`src/rtl/scaler_pkg.sv`:
```
package scaler_pkg;
  typedef enum logic [1:0] {
    MODE_X10   = 2'b00,
    MODE_X14   = 2'b01,
    MODE_THIRD = 2'b10,
    MODE_PASS  = 2'b11
  } scale_mode_e;
endpackage

```
`src/rtl/scaler_x10.sv`:
```
module scaler_x10 #(
  parameter int DATA_W = 8,
  parameter int OUT_W  = 12
) (
  input  logic [DATA_W-1:0] x_i,
  output logic [OUT_W-1:0]  y_o
);
  // 10 = 8 + 2
  assign y_o = OUT_W'({x_i, 3'b000}) + OUT_W'({x_i, 1'b0});

  always_comb begin
    p_exact_r2: assert (int'(y_o) == int'(x_i) * 10);
  end
endmodule

```
`src/rtl/scaler_x14.sv`:
```
module scaler_x14 #(
  parameter int DATA_W = 8,
  parameter int OUT_W  = 12
) (
  input  logic [DATA_W-1:0] x_i,
  output logic [OUT_W-1:0]  y_o
);
  // 14 = 16 - 2, one subtractor instead of two adders
  assign y_o = OUT_W'({x_i, 4'b0000}) - OUT_W'({x_i, 1'b0});

  always_comb begin
    p_exact_r3: assert (int'(y_o) == int'(x_i) * 14);
  end
endmodule

```
`src/rtl/scaler_third.sv`:
```
module scaler_third #(
  parameter int DATA_W = 8,
  parameter int OUT_W  = 12
) (
  input  logic [DATA_W-1:0] x_i,
  output logic [OUT_W-1:0]  y_o
);
  // 85/256 = (1 + 1/4) * (1/4 + 1/64); total right shift 8, keep all fraction bits
  localparam int FRAC_W = 8;
  localparam int FX_W   = DATA_W + FRAC_W + 1;

  logic [FX_W-1:0] x_fx;
  logic [FX_W-1:0] s_fx;
  logic [FX_W-1:0] t_fx;

  assign x_fx = {1'b0, x_i, {FRAC_W{1'b0}}};
  assign s_fx = x_fx + (x_fx >> 2);
  assign t_fx = (s_fx >> 2) + (s_fx >> 6);
  assign y_o  = OUT_W'(t_fx >> FRAC_W);

  always_comb begin
    p_floor_r4: assert ((int'(y_o) * 256 <= int'(x_i) * 85) &&
                        (int'(x_i) * 85 - int'(y_o) * 256 < 256));
  end
endmodule

```
`src/rtl/const_scaler.sv`:
```
module const_scaler
  import scaler_pkg::*;
#(
  parameter int DATA_W = 8,
  parameter int OUT_W  = 12
) (
  input  logic              clk_i,
  input  logic              rst_ni,
  input  logic              valid_i,
  input  logic [1:0]        mode_i,
  input  logic [DATA_W-1:0] x_i,
  output logic              valid_o,
  output logic [OUT_W-1:0]  y_o
);
  localparam int N_PATH = 4;

  scale_mode_e      mode;
  logic [OUT_W-1:0] path_y [N_PATH];
  logic [OUT_W-1:0] y_next;

  assign mode = scale_mode_e'(mode_i);

  scaler_x10 #(.DATA_W(DATA_W), .OUT_W(OUT_W)) u_x10 (
    .x_i(x_i), .y_o(path_y[MODE_X10])
  );
  scaler_x14 #(.DATA_W(DATA_W), .OUT_W(OUT_W)) u_x14 (
    .x_i(x_i), .y_o(path_y[MODE_X14])
  );
  scaler_third #(.DATA_W(DATA_W), .OUT_W(OUT_W)) u_third (
    .x_i(x_i), .y_o(path_y[MODE_THIRD])
  );
  assign path_y[MODE_PASS] = OUT_W'(x_i);

  always_comb begin
    y_next = '0;
    for (int i = 0; i < N_PATH; i++) begin
      if (mode_i == i[1:0]) y_next = path_y[i];
    end
  end

  always_ff @(posedge clk_i or negedge rst_ni) begin
    if (!rst_ni) begin
      valid_o <= 1'b0;
      y_o     <= '0;
    end else begin
      valid_o <= valid_i;
      if (valid_i) y_o <= y_next;
    end
  end

  p_latency_r6: assert property (@(posedge clk_i) disable iff (!rst_ni)
    valid_o == $past(valid_i));

  p_hold_r7: assert property (@(posedge clk_i) disable iff (!rst_ni)
    !valid_i |=> $stable(y_o));

  p_pass_r5: assert property (@(posedge clk_i) disable iff (!rst_ni)
    (valid_i && mode == MODE_PASS) |=> (y_o == OUT_W'($past(x_i))));

  p_reset_r1: assert property (@(posedge clk_i)
    !rst_ni |-> (!valid_o && y_o == '0));
endmodule

```
`config.mk`:
```
export PLATFORM = sky130hd
export DESIGN_NAME = const_scaler
export DESIGN_NICKNAME = d
export VERILOG_FILES = /design/src/rtl/scaler_pkg.sv /design/src/rtl/scaler_x10.sv /design/src/rtl/scaler_x14.sv /design/src/rtl/scaler_third.sv /design/src/rtl/const_scaler.sv
export SDC_FILE = /design/constraint.sdc
export NUM_CORES = 1
export LEC_CHECK = 0
export BUFFER_PORTS_ARGS = -buffer_cell sky130_fd_sc_hd__buf_2
export CAP_MARGIN = 20
export CORE_AREA = 2 2 53 55
export CTS_CLUSTER_DIAMETER = 60
export DETAILED_ROUTE_END_ITERATION = 12
export DIE_AREA = 0 0 55 57
export GPL_TIMING_DRIVEN = 0
export PLACE_DENSITY_LB_ADDON = 0.08
export SETUP_SLACK_MARGIN = 0.15
export SYNTH_ARGS = -nofsm -noshare
export SYNTH_HDL_FRONTEND = slang
export SYNTH_SLANG_ARGS = --single-unit
```
`constraint.sdc`:
```
create_clock -name clk_i -period 1.85 [get_ports clk_i]
set_clock_uncertainty 0.15 [all_clocks]
set_input_delay 0.185 -clock clk_i [delete_from_list [all_inputs] [get_ports clk_i]]
set_output_delay 0.185 -clock clk_i [all_outputs]
set_load 0.005 [all_outputs]
```
==> parameters.txt, run 1 <==
Parameter                              Value

Pwr
  Clock group share of total power ... 0.116
  Share of total power consumed by net switching ... 0.406
  Leakage ... 0.00101 uW
  Sequential share of power ... 0.233
  Internal cell power ... 877 uW
  Worst supply voltage drop on vdd ... 0.539 mV
  Cell Pwr Density ... 667 mW/mm^2
  Combinational share of power ... 0.651
  Pwr Total ... 1480 uW
  Net switching power figure ... 601 uW

Global route
  Number of global-route vias before repair ... 1651
  Wire length of the first global-routing pass ... 7470 um
  Pin count of the biggest net entering global routing ... 14
  Antenna violations before repair ... 0
  Tot GR Track Use ... 0.315
  GRT Residual Overflow ... 0

Timing
  Min Clock Period, post-route ... ~3.2 ns
  Setup repair after global routing missed its margin ... yes
  Worst-margin pin slew ... 0.705 ns
  Hold violation total from the final report ... 0
  Final Max Tran Viols ... 0
  Setup-failing EPs final ... 12
  Final worst-path setup slack ... -1.39 ns
  Hold Worst Slack ... 0.152 ns
  Worst rel slew slack ... 0.526
  Highest attainable clock frequency ... 309 MHz
  Summed negative setup slack over all endpoints ... -10.54 ns
  Final critical-path share of the clock period ... 1.75

Place
  Final HPWL from detailed placement ... roughly 3200 um
  Weighted congestion at the end of routability-driven global placement ... 0.885
  Buffers on Ports ... 23

Worst setup path
  Arrival @ worst endpoint ... roughly 3.3 ns
  Max FO, Critical Path ... 5
  Worst-case register-to-register setup slack ... slightly below 0.8 ns
  Critical Path Source Type ... primary input
  R2R Path End ... y_o[6]
  WP data required ... 1.86 ns
  Worst reg-to-reg path cell count ... 3
  Critical path class ... primary input to flop
  Slowest cell on the critical path ... a221o_1
  Largest stage delay on the critical path ... around 0.38 ns
  Crit path cell chain ... buf_12 > ha_4 > fa_2 > a21o_1 > a21oi_4 > xnor2_2 > ha_1 > and3_1 > a221o_1 > and3_1 > a211o_1 > o221a_4 > a21o_1 > a31o_1
  Start of the worst register-to-register path ... y_o[6]
  Critical path capture point type ... flop

Synth
  Flop and latch count out of synthesis ... 13
  Number of library cell types mapped by synthesis ... 50
  Area fraction of the dominant cell type after synthesis ... 0.218
  Number of synthesized flops with an enable pin ... 0
  Cell taking the most area after synthesis ... dfrtp_1
  Most frequently used flop master after synthesis ... dfrtp_1
  Synth cell count leaders ... ha_1, inv_1, dfrtp_1, nor2_1, a21oi_1
  Most area-consuming cells after synthesis ... dfrtp_1, ha_1, a21oi_1
  Post-synth design cell area ... 0.00150 mm^2
  Post-synthesis cell count ... 181
  Count of warnings emitted by yosys ... 0
  Share of synthesized registers carrying an async set or reset ... 1.00
  Net Count, Synth ... 212
  Most repeated cell in the gate-level netlist after synthesis ... ha_1
  Sequential-to-total area share from yosys stat ... 0.218
  Synthesized area divided by synthesized cell count ... 8.26 um^2

Clock network
  Clock Tree Buf Depth ... 2
  Clock insertion delay at the later pin of the skew report ... ~0.27 ns
  Register clock-pin slew on the reported worst setup and hold paths ... 0.08 ns
  Depth of the CTS H-tree ... 1
  CTS tree ... built
  Clock buffers created by TritonCTS ... 3
  Library cell used as clock root buffer ... clkbuf_4
  Clock tree sinks ... 13

Route
  DRC violations left ... 0
  Total wire length after detailed routing ... between 5000 and 6000 um
  Vias per Instance ... 7.03
  First-iteration detailed-routing DRC count ... 162
  Detailed Routing Iterations Pass 1 ... 6
  Count of vias placed by the detailed router ... 1878
  Antenna-violating nets left ... 0
  WL/cell ... 21.0 um

Flow run
  Max cap viols ... 0

Die
  Number of rows created at floorplan ... 19
  Number of I/O pins ... 26
  Area of the core ... 0.00262 mm^2
  Starting utilization of the core area ... 0.572
  Area of the die ... approximately 0.0031 mm^2
  Overall die width ... 55 um
  Die Span Y ... 57 um

Worst hold path
  Worst hold path endpoint ... y_o[0]
  Kind of path behind the tightest hold check ... primary input to flop
  Hold path cells ... 3
  Origin of the worst min-delay path ... valid_i

Cells and area
  Signed area change from the synthesized netlist to the final layout ... 48.1%
  Number of antenna cells inserted ... 0
  Net count, final ... 268
  Ratio of cells with drive above 1 in the final layout ... 0.398

Run status
  Violated checks ... negative setup slack
  Run status ... finished with violations
[cells by family after synthesis]
family                     synth area share
xor gates and xnor gates             0.0586
DFF                                   0.218
muxes                                0.0134
and+or+nand+nor                       0.181
buffers and inverters                0.0502
AOI/OAI and AO/OA                     0.317
adders and majority gates             0.162
[layout by cell type (no fill, tap or decap), drive strengths merged, types with 2 or more instances in the layout]
cell type,count
nand2b,2
or3,4
o221ai,2
a211o,3
inv,14
o31ai,2
dfrtp,13
nand2,8
clkbuf,8
or2,4
nor2,13
o21a,2
xor2,4
a21oi,12
nor3b,2
a31oi,2
a21boi,2
ha,17
o2bb2ai,3
a221o,2
a211oi,4
a32o,2
buf,51
nor3,4
a21o,4
dlygate4sd3,2
a221oi,3
and3,4
o21ai,12
a31o,3
mux2i,2
nand3,6
xnor2,6
[how the worst max path moves through the flow]
stage          startpoint     end  cells past startpoint  slack (ns)
2_1_floorplan      x_i[0]  y_o[5]                     13       -1.35
3_3_place_gp       x_i[2]  y_o[5]                     16       -1.87
3_5_place_dp       x_i[0]  y_o[5]                     16       -1.89
4_1_cts            x_i[2]  y_o[5]                     16       -1.39
5_1_grt            x_i[5]  y_o[5]                     15       -1.46
6_report           x_i[2]  y_o[5]                     14       -1.39
[sequential cells by signal, indices dropped and copies added, names as in the netlist]
name,cells
valid_o,1
y_o,12
[metrics by stage]
stage / setup WS [ns] / cells / util / cell area, um^2
3_5_place_dp: -1.89 / 235 / 0.673 / 1760
6_report: -1.39 / 267 / 0.847 / 2210
3_3_place_gp: -1.87 / 235 / 0.673 / 1760
2_1_floorplan: -1.35 / 181 / - / 1610
4_1_cts: -1.39 / 258 / 0.797 / 2080
5_1_grt: -1.46 / 267 / 0.847 / 2210
[worst max-delay path, delay by kind of cell]
family,cells,cell delay [ns]
buf+inv,1,0.11
xor+xnor,1,0.15
fa+ha+maj,3,0.80
simple gates,2,0.36
compound gates,7,1.65
[routing by layer]
layer / vias up / track usage / wire length (um)
li1: 799 / - / -
met1: 861 / 0.414 / 2100
met2: 165 / 0.534 / 2590
met3: 53 / 0.0209 / 555
met4: 0 / 0.108 / 365
met5: - / 0 / 0
[what timing repair did]
action                                  in CTS  in global routing
hold buffers                                 2                  0
endpoints found under the hold margin       14                  0
gates resized for setup                     33                 13
buffers inserted                            17                  9
pin swaps                                   43                 18
endpoints found under the setup margin      12                 12
[final cells by class]
class | count | area [um^2]
timing repair buffer | 51 | 394
sequential | 13 | 325
clock buffer | 4 | 26.3
fill | 136 | 400
buffer | 6 | 22.5
inverter | 14 | 52.6
tap | 31 | 38.8
multi-input combinational | 148 | 1360
[power groups by stage]
stage | sequential, uW | combinational, uW | clock, uW
2_1_floorplan | 355 | 456 | 0
3_3_place_gp | 349 | 618 | 0
3_5_place_dp | 351 | 640 | 0
4_1_cts | 345 | 792 | 170
5_1_grt | 350 | 1020 | 179
6_report | 344 | 962 | 172
No activity file was read; power rests on OpenSTA's default activity.
==> inputs of run 2 (changes only) <==
REMOVE_ABC_BUFFERS = 1   (was unset)
==> run 2 against run 1 <==
  * The run still ends with negative setup slack left
  * Clock-buffer cell count stayed put
  * Fmax down 0.16%
  * Worst hold slack worse by 0.11 ns
  * Global-route usage increased by 1.1 points
  * Routed wire length is 19% lower
  * Die area did not move
  * Flip-flop and latch count stayed put
  * Critical endpoint unchanged
  * Highest routed layer unchanged
==> parameters.txt, run 2 (same netlist as run 1, synthesis figures left out) <==
Parameter                              Value

Worst setup path
  WP data required ... 1.86 ns (about the same)
  Largest stage delay on the critical path ... 0.35 ns (-0.03 ns)
  End point of the critical path ... y_o[5]
  Slowest cell on the critical path ... a221o_1
  Crit path cell chain ... buf_12 > ha_4 > fa_2 > a21o_1 > a21oi_4 > buf_6 > xnor2_4 > ha_4 > and3_4 > a221o_1 > and3_1 > a211o_1 > o221a_4 > a21o_1 > a31o_1
  Arrival @ worst endpoint ... 3.25 ns (about the same)
  R2R Path End ... y_o[5]
  Start of the worst register-to-register path ... y_o[5]
  Worst reg-to-reg path cell count ... 3 (unchanged)
  Critical path capture point type ... flop
  Beginning of the critical path ... x_i[2]
  Critical Path Source Type ... primary input
  Worst-case register-to-register setup slack ... 0.86 ns (+0.07 ns)
  Critical path class ... primary input to flop
  Max FO, Critical Path ... 4 (-1)

Route
  First-iteration detailed-routing DRC count ... 82 (-49%)
  Detailed Routing Iterations Pass 1 ... 4 (-2)
  Vias per Instance ... 6.63 (-5.8%)
  Count of vias placed by the detailed router ... 1690 (-10%)
  Antenna-violating nets left ... 0 (unchanged)
  DRC violations left ... 0 (unchanged)
  WL/cell ... 17.9 um (-15%)
  Total wire length after detailed routing ... 4560 um (-19%)

Place
  Final HPWL from detailed placement ... 3040 um (-4.7%)
  Buffers on Ports ... 25 (+8.7%)
  Placement Cell Area ... 0.00164 mm^2 (-7.0%)
  Number of placed cells counting well taps ... 231 (-1.7%)
  Weighted congestion at the end of routability-driven global placement ... 0.826 (-6.7%)

Cells and area
  Largest registers ranked by flip-flop count ... y_o: 12 flops, valid_o: 1 flops
  Number of fillers in the final layout ... 178 (+31%)
  Ratio of cells with drive above 1 in the final layout ... 0.388 (-0.00991)
  Largest register by flop count ... y_o
  Number of antenna cells inserted ... 0 (unchanged)
  Net count, final ... 256 (-4.5%)
  Finished Layout Cells ... 255 (-4.5%)
  Final std cell area, no fill ... 0.00210 mm^2 (-5.0%)
  Leading cell type in the layout, fill and taps excluded ... buf_2
  Number of flip-flops in the largest register ... 12 (unchanged)
  Top library cells by usage in the layout, fill and taps aside ... buf_2, buf_4, dfrtp_1
  Final core utilization ... 0.805 (-0.0421)
  Signed area change from the synthesized netlist to the final layout ... 40.8%

Pwr
  Leakage ... 0.000948 uW (-6.1%)
  Cell Pwr Density ... 653 mW/mm^2 (-2.1%)
  Worst supply voltage drop on vdd ... 0.604 mV (+12%)

Timing
  Worst rel slew slack ... 0.530 (+0.00343)
  Highest attainable clock frequency ... 308 MHz (-0.16%)
  Final worst-path setup slack ... -1.39 ns (-0.00520 ns)
  Min Clock Period, post-route ... 3.24 ns (+0.00520 ns)
  Final critical-path share of the clock period ... 1.75 (+0.00281)
  Setup repair after global routing missed its margin ... yes
  Final Max Tran Viols ... 0 (unchanged)
  Worst-margin pin slew ... 0.700 ns (-0.00511 ns)
  Hold violation total from the final report ... 0 (unchanged)
  Setup-failing EPs final ... 11 (-1)

Clock network
  Register clock-pin slew on the reported worst setup and hold paths ... 0.07 ns (about the same)
  Clock insertion delay at the later pin of the skew report ... 0.27 ns (about the same)
  Depth of the CTS H-tree ... 1 (unchanged)
  Clock Tree Buf Depth ... 2 (unchanged)
  Clock buffers created by TritonCTS ... 3 (unchanged)
  CTS tree ... built
  Library cell used as clock root buffer ... clkbuf_4
  Clock tree sinks ... 13 (unchanged)

Global route
  Antenna violations before repair ... 0 (unchanged)
  Pin count of the biggest net entering global routing ... 20 (+6)
  Tot GR Track Use ... 0.326 (+0.0106)
  GRT Residual Overflow ... 0 (unchanged)
  Number of global-route vias before repair ... 1607 (-2.7%)
  Wire length of the first global-routing pass ... 7490 um (+0.28%)

Die
  Area of the core ... 0.00262 mm^2 (unchanged)
  Starting utilization of the core area ... 0.572 (unchanged)
  Die Span Y ... 57 um (unchanged)
  Number of rows created at floorplan ... 19 (unchanged)
  Overall die width ... 55 um (unchanged)
  Area of the die ... 0.00314 mm^2 (unchanged)
  Number of I/O pins ... 26 (unchanged)

Flow run
  Max cap viols ... 0 (unchanged)

Worst hold path
  Kind of path behind the tightest hold check ... primary input to flop

Run status
  Run status ... finished with violations
  Violated checks ... negative setup slack
## run 2: where the power goes
group | internal (uW) | switching (uW)
Clock | 83.5 | 84.0
Combinational | 424 | 438
Sequential | 325 | 20.1
Total | 833 | 542
## run 2: final cells by class
type / count / area (um^2) / area share
well taps: 31 / 38.8 / 0.0184
multi-input cells: 148 / 1340 / 0.638
flip-flops and latches: 13 / 325 / 0.155
repair buffers: 45 / 319 / 0.152
clock buffers: 4 / 26.3 / 0.0125
inverters: 14 / 52.6 / 0.0250
## run 2: how the worst min path moves through the flow
stage | endpoint | depth (start not counted) | start | slack (ns)
final | valid_o | 1 | valid_i | 0.04
after global routing | valid_o | 1 | valid_i | 0.04
after CTS | valid_o | 1 | valid_i | 0.03
after detailed placement | y_o[0] | 1 | rst_ni | -0.07
after global placement | y_o[0] | 1 | rst_ni | -0.08
after floorplan | valid_o | 0 | rst_ni | -0.26
## run 2: what timing repair did
action,in CTS,in global routing
hold buffers,1,0
gates resized for setup,41,16
cloned,0,0
buffers inserted,15,4
setup endpoints to repair,12,12
pin swaps,33,25
endpoints found under the hold margin,13,0
## run 2: layer usage
metal	GRT usage	part of all wire	up-vias
met2	0.515	0.49	89
met1	0.400	0.39	805
li1	-	-	774
met5	0	0	-
met4	0.237	0.049	0
met3	0.0288	0.069	22
## run 2: worst max-delay path: cells and delay by family
family | cells | cell delay (ns)
buffers and inverters | 2 | 0.23
xor gates and xnor gates | 1 | 0.13
and+or+nand+nor | 2 | 0.29
AOI/OAI and AO/OA | 7 | 1.68
adders and majority gates | 3 | 0.73
## run 2: per-stage QoR
stage	hold WS (ns)	setup WS, ns	setup TNS, ns	total power, uW
floorplan	-0.261	-1.76	-11.86	746
global placement	-0.0811	-2.37	-17.84	903
detailed placement	-0.0739	-2.43	-18.41	932
CTS	0.0296	-1.34	-9.74	1270
global route	0.0417	-1.44	-10.77	1470
finish	0.0393	-1.39	-9.96	1370
==> inputs of run 3 (changes only) <==
BUFFER_PORTS_ARGS = -buffer_cell sky130_fd_sc_hd__clkbuf_2   (was -buffer_cell sky130_fd_sc_hd__buf_2)
==> run 3 against run 2 <==
  * The run still ends with negative setup slack left
  * Largest power group unchanged
  * Critical path type unchanged
  * Final area is 4.3% higher
  * Highest routed layer unchanged
  * Routed wire length is 8.7% higher
  * Global-route usage up 0.24 points
  * Worst setup slack lost 0.094 ns
==> parameters.txt, run 3 (same netlist as run 1, synthesis figures left out) <==
Parameter                              Value

Timing
  Worst rel slew slack ... 0.522 (-0.00768)
  Final Max Tran Viols ... 0 (unchanged)
  Worst-margin pin slew ... 0.713 ns (+0.0126 ns)
  Setup-failing EPs final ... 11 (unchanged)
  Hold Worst Slack ... 0.0922 ns (+0.0529 ns)
  Setup repair after global routing missed its margin ... yes
  Min Clock Period, post-route ... 3.34 ns (+0.0941 ns)
  Hold violation total from the final report ... 0 (unchanged)
  Final worst-path setup slack ... -1.49 ns (-0.0941 ns)
  Final critical-path share of the clock period ... 1.80 (+0.0508)
  Highest attainable clock frequency ... 300 MHz (-2.8%)

Flow run
  Max cap viols ... 0 (unchanged)

Die
  Starting utilization of the core area ... 0.572 (unchanged)
  Number of I/O pins ... 26 (unchanged)
  Number of rows created at floorplan ... 19 (unchanged)
  Area of the die ... 0.00314 mm^2 (unchanged)
  Die Span Y ... 57 um (unchanged)
  Overall die width ... 55 um (unchanged)
  Area of the core ... 0.00262 mm^2 (unchanged)

Worst setup path
  Largest stage delay on the critical path ... 0.49 ns (+0.14 ns)
  Cell occurring most often along the worst timing path ... ha_4
  Crit path cell chain ... clkbuf_16 > ha_4 > fa_2 > a21o_1 > a21oi_2 > buf_4 > xnor2_4 > ha_4 > and3_4 > a221o_1 > a22o_1 > a211o_1 > buf_6 > or4_4 > nand2_1
  WP data required ... 1.92 ns (+0.06 ns)
  Critical Path Source Type ... primary input
  Slowest cell on the critical path ... or4_4
  Worst-case register-to-register setup slack ... 0.84 ns (-0.02 ns)
  Critical path capture point type ... flop
  Max FO, Critical Path ... 4 (unchanged)
  Critical path class ... primary input to flop
  Arrival @ worst endpoint ... 3.41 ns (+0.16 ns)

Clock network
  Clock insertion delay at the later pin of the skew report ... 0.27 ns (about the same)
  CTS tree ... built
  Register clock-pin slew on the reported worst setup and hold paths ... 0.08 ns (about the same)
  Clock tree sinks ... 13 (unchanged)
  Depth of the CTS H-tree ... 1 (unchanged)
  Clock Tree Buf Depth ... 2 (unchanged)
  Clock buffers created by TritonCTS ... 3 (unchanged)
  Library cell used as clock root buffer ... clkbuf_4

Global route
  Number of global-route vias before repair ... 1624 (+1.1%)
  GRT Residual Overflow ... 0 (unchanged)
  Tot GR Track Use ... 0.328 (+0.00243)
  Pin count of the biggest net entering global routing ... 20 (unchanged)
  Wire length of the first global-routing pass ... 7620 um (+1.7%)
  Antenna violations before repair ... 0 (unchanged)

Cells and area
  Signed area change from the synthesized netlist to the final layout ... 46.8%
  Final std cell area, no fill ... 0.00219 mm^2 (+4.3%)
  Largest registers ranked by flip-flop count ... y_o: 12 flops, valid_o: 1 flops
  Net count, final ... 265 (+3.5%)
  Number of antenna cells inserted ... 0 (unchanged)
  Final core utilization ... 0.839 (+0.0344)
  Number of flip-flops in the largest register ... 12 (unchanged)
  Top library cells by usage in the layout, fill and taps aside ... buf_4, clkbuf_2, nor2_1, dfrtp_1, inv_1
  Leading cell type in the layout, fill and taps excluded ... buf_4
  Ratio of cells with drive above 1 in the final layout ... 0.403 (+0.0150)
  Largest register by flop count ... y_o

Route
  WL/cell ... 18.8 um (+5.0%)
  Total wire length after detailed routing ... 4960 um (+8.7%)
  Antenna-violating nets left ... 0 (unchanged)
  First-iteration detailed-routing DRC count ... 85 (+3.7%)
  Count of vias placed by the detailed router ... 1715 (+1.5%)
  Vias per Instance ... 6.50 (-2.0%)
  Detailed Routing Iterations Pass 1 ... 4 (unchanged)
  DRC violations left ... 0 (unchanged)

Place
  Weighted congestion at the end of routability-driven global placement ... 0.826 (about the same)
  Placement Cell Area ... 0.00164 mm^2 (unchanged)
  Final HPWL from detailed placement ... 3000 um (-1.2%)
  Buffers on Ports ... 25 (unchanged)
  Pre-CTS setup slack ... -2.45 ns (-0.0217 ns)

Pwr
  Worst supply voltage drop on vdd ... 0.564 mV (-6.6%)
  Leakage ... 0.00102 uW (+7.1%)
  Cell Pwr Density ... 671 mW/mm^2 (+2.7%)
  Pwr Total ... 1470 uW (+7.1%)

Run status
  Violated checks ... negative setup slack
  Run status ... finished with violations

Worst hold path
  Kind of path behind the tightest hold check ... primary input to flop
==> run 3: cell types whose count changed in the layout (fill, tap and decap cells not counted), sizes merged <==
cell / delta
buf: -16
clkbuf: +25
==> run 3: worst max-delay path: cells and delay by family <==
kind / cells / cell delay (ns)
AO/OA/AOI/OAI: 5 / 1.21
XOR/XNOR: 1 / 0.13
adder cells (fa/ha/maj): 3 / 0.76
buffers and inverters: 3 / 0.43
AND/OR/NAND/NOR: 3 / 0.69
==> run 3: per-layer routing <==
metal,up-vias,track usage,wire length [um]
met2,86,0.577,2610
met4,0,0.129,108
li1,790,-,-
met3,13,0.0105,304
met1,826,0.411,1940
met5,-,0,0
==> run 3: area by class of cell <==
type | instances | area (um^2)
clock buffers | 4 | 26.3
fillers | 150 | 420
inverters | 14 | 52.6
multi-input cells | 148 | 1340
flip-flops and latches | 13 | 325
well taps | 31 | 38.8
repair buffers | 54 | 413
==> run 3: power by group <==
part | total (uW) | internal (uW) | switching [uW]
sequential | 347 | 325 | 21.9
clock | 176 | 83.7 | 91.9
combinational | 950 | 481 | 470
total | 1470 | 889 | 583
==> run 3: final timing paths <==
kind                       cells after the start       to    start
setup / recovery                              15   y_o[1]   x_i[2]
hold / removal                                 1  valid_o  valid_i
setup reg to reg                               3   y_o[5]   y_o[5]
hold reg to reg                                1   y_o[2]   y_o[2]
max in group asynchronous                      2   y_o[6]   rst_ni
min in group asynchronous                      2  valid_o   rst_ni
==> run 3: what timing repair did <==
item | CTS | global route
resized for setup | 49 | 8
pin swaps | 40 | 12
hold buffers | 1 | 0
setup buffers | 23 | 5
setup endpoints to repair | 12 | 12
hold endpoints to repair | 13 | 0
==> run 3: stage by stage <==
| stage | std cells | TNS (ns) |
|---|---|---|
| global placement | 231 | -18.09 |
| detailed placement | 231 | -18.52 |
| finish | 264 | -11.51 |
| CTS | 259 | -10.21 |
| global route | 264 | -12.66 |
| floorplan | 175 | -11.86 |
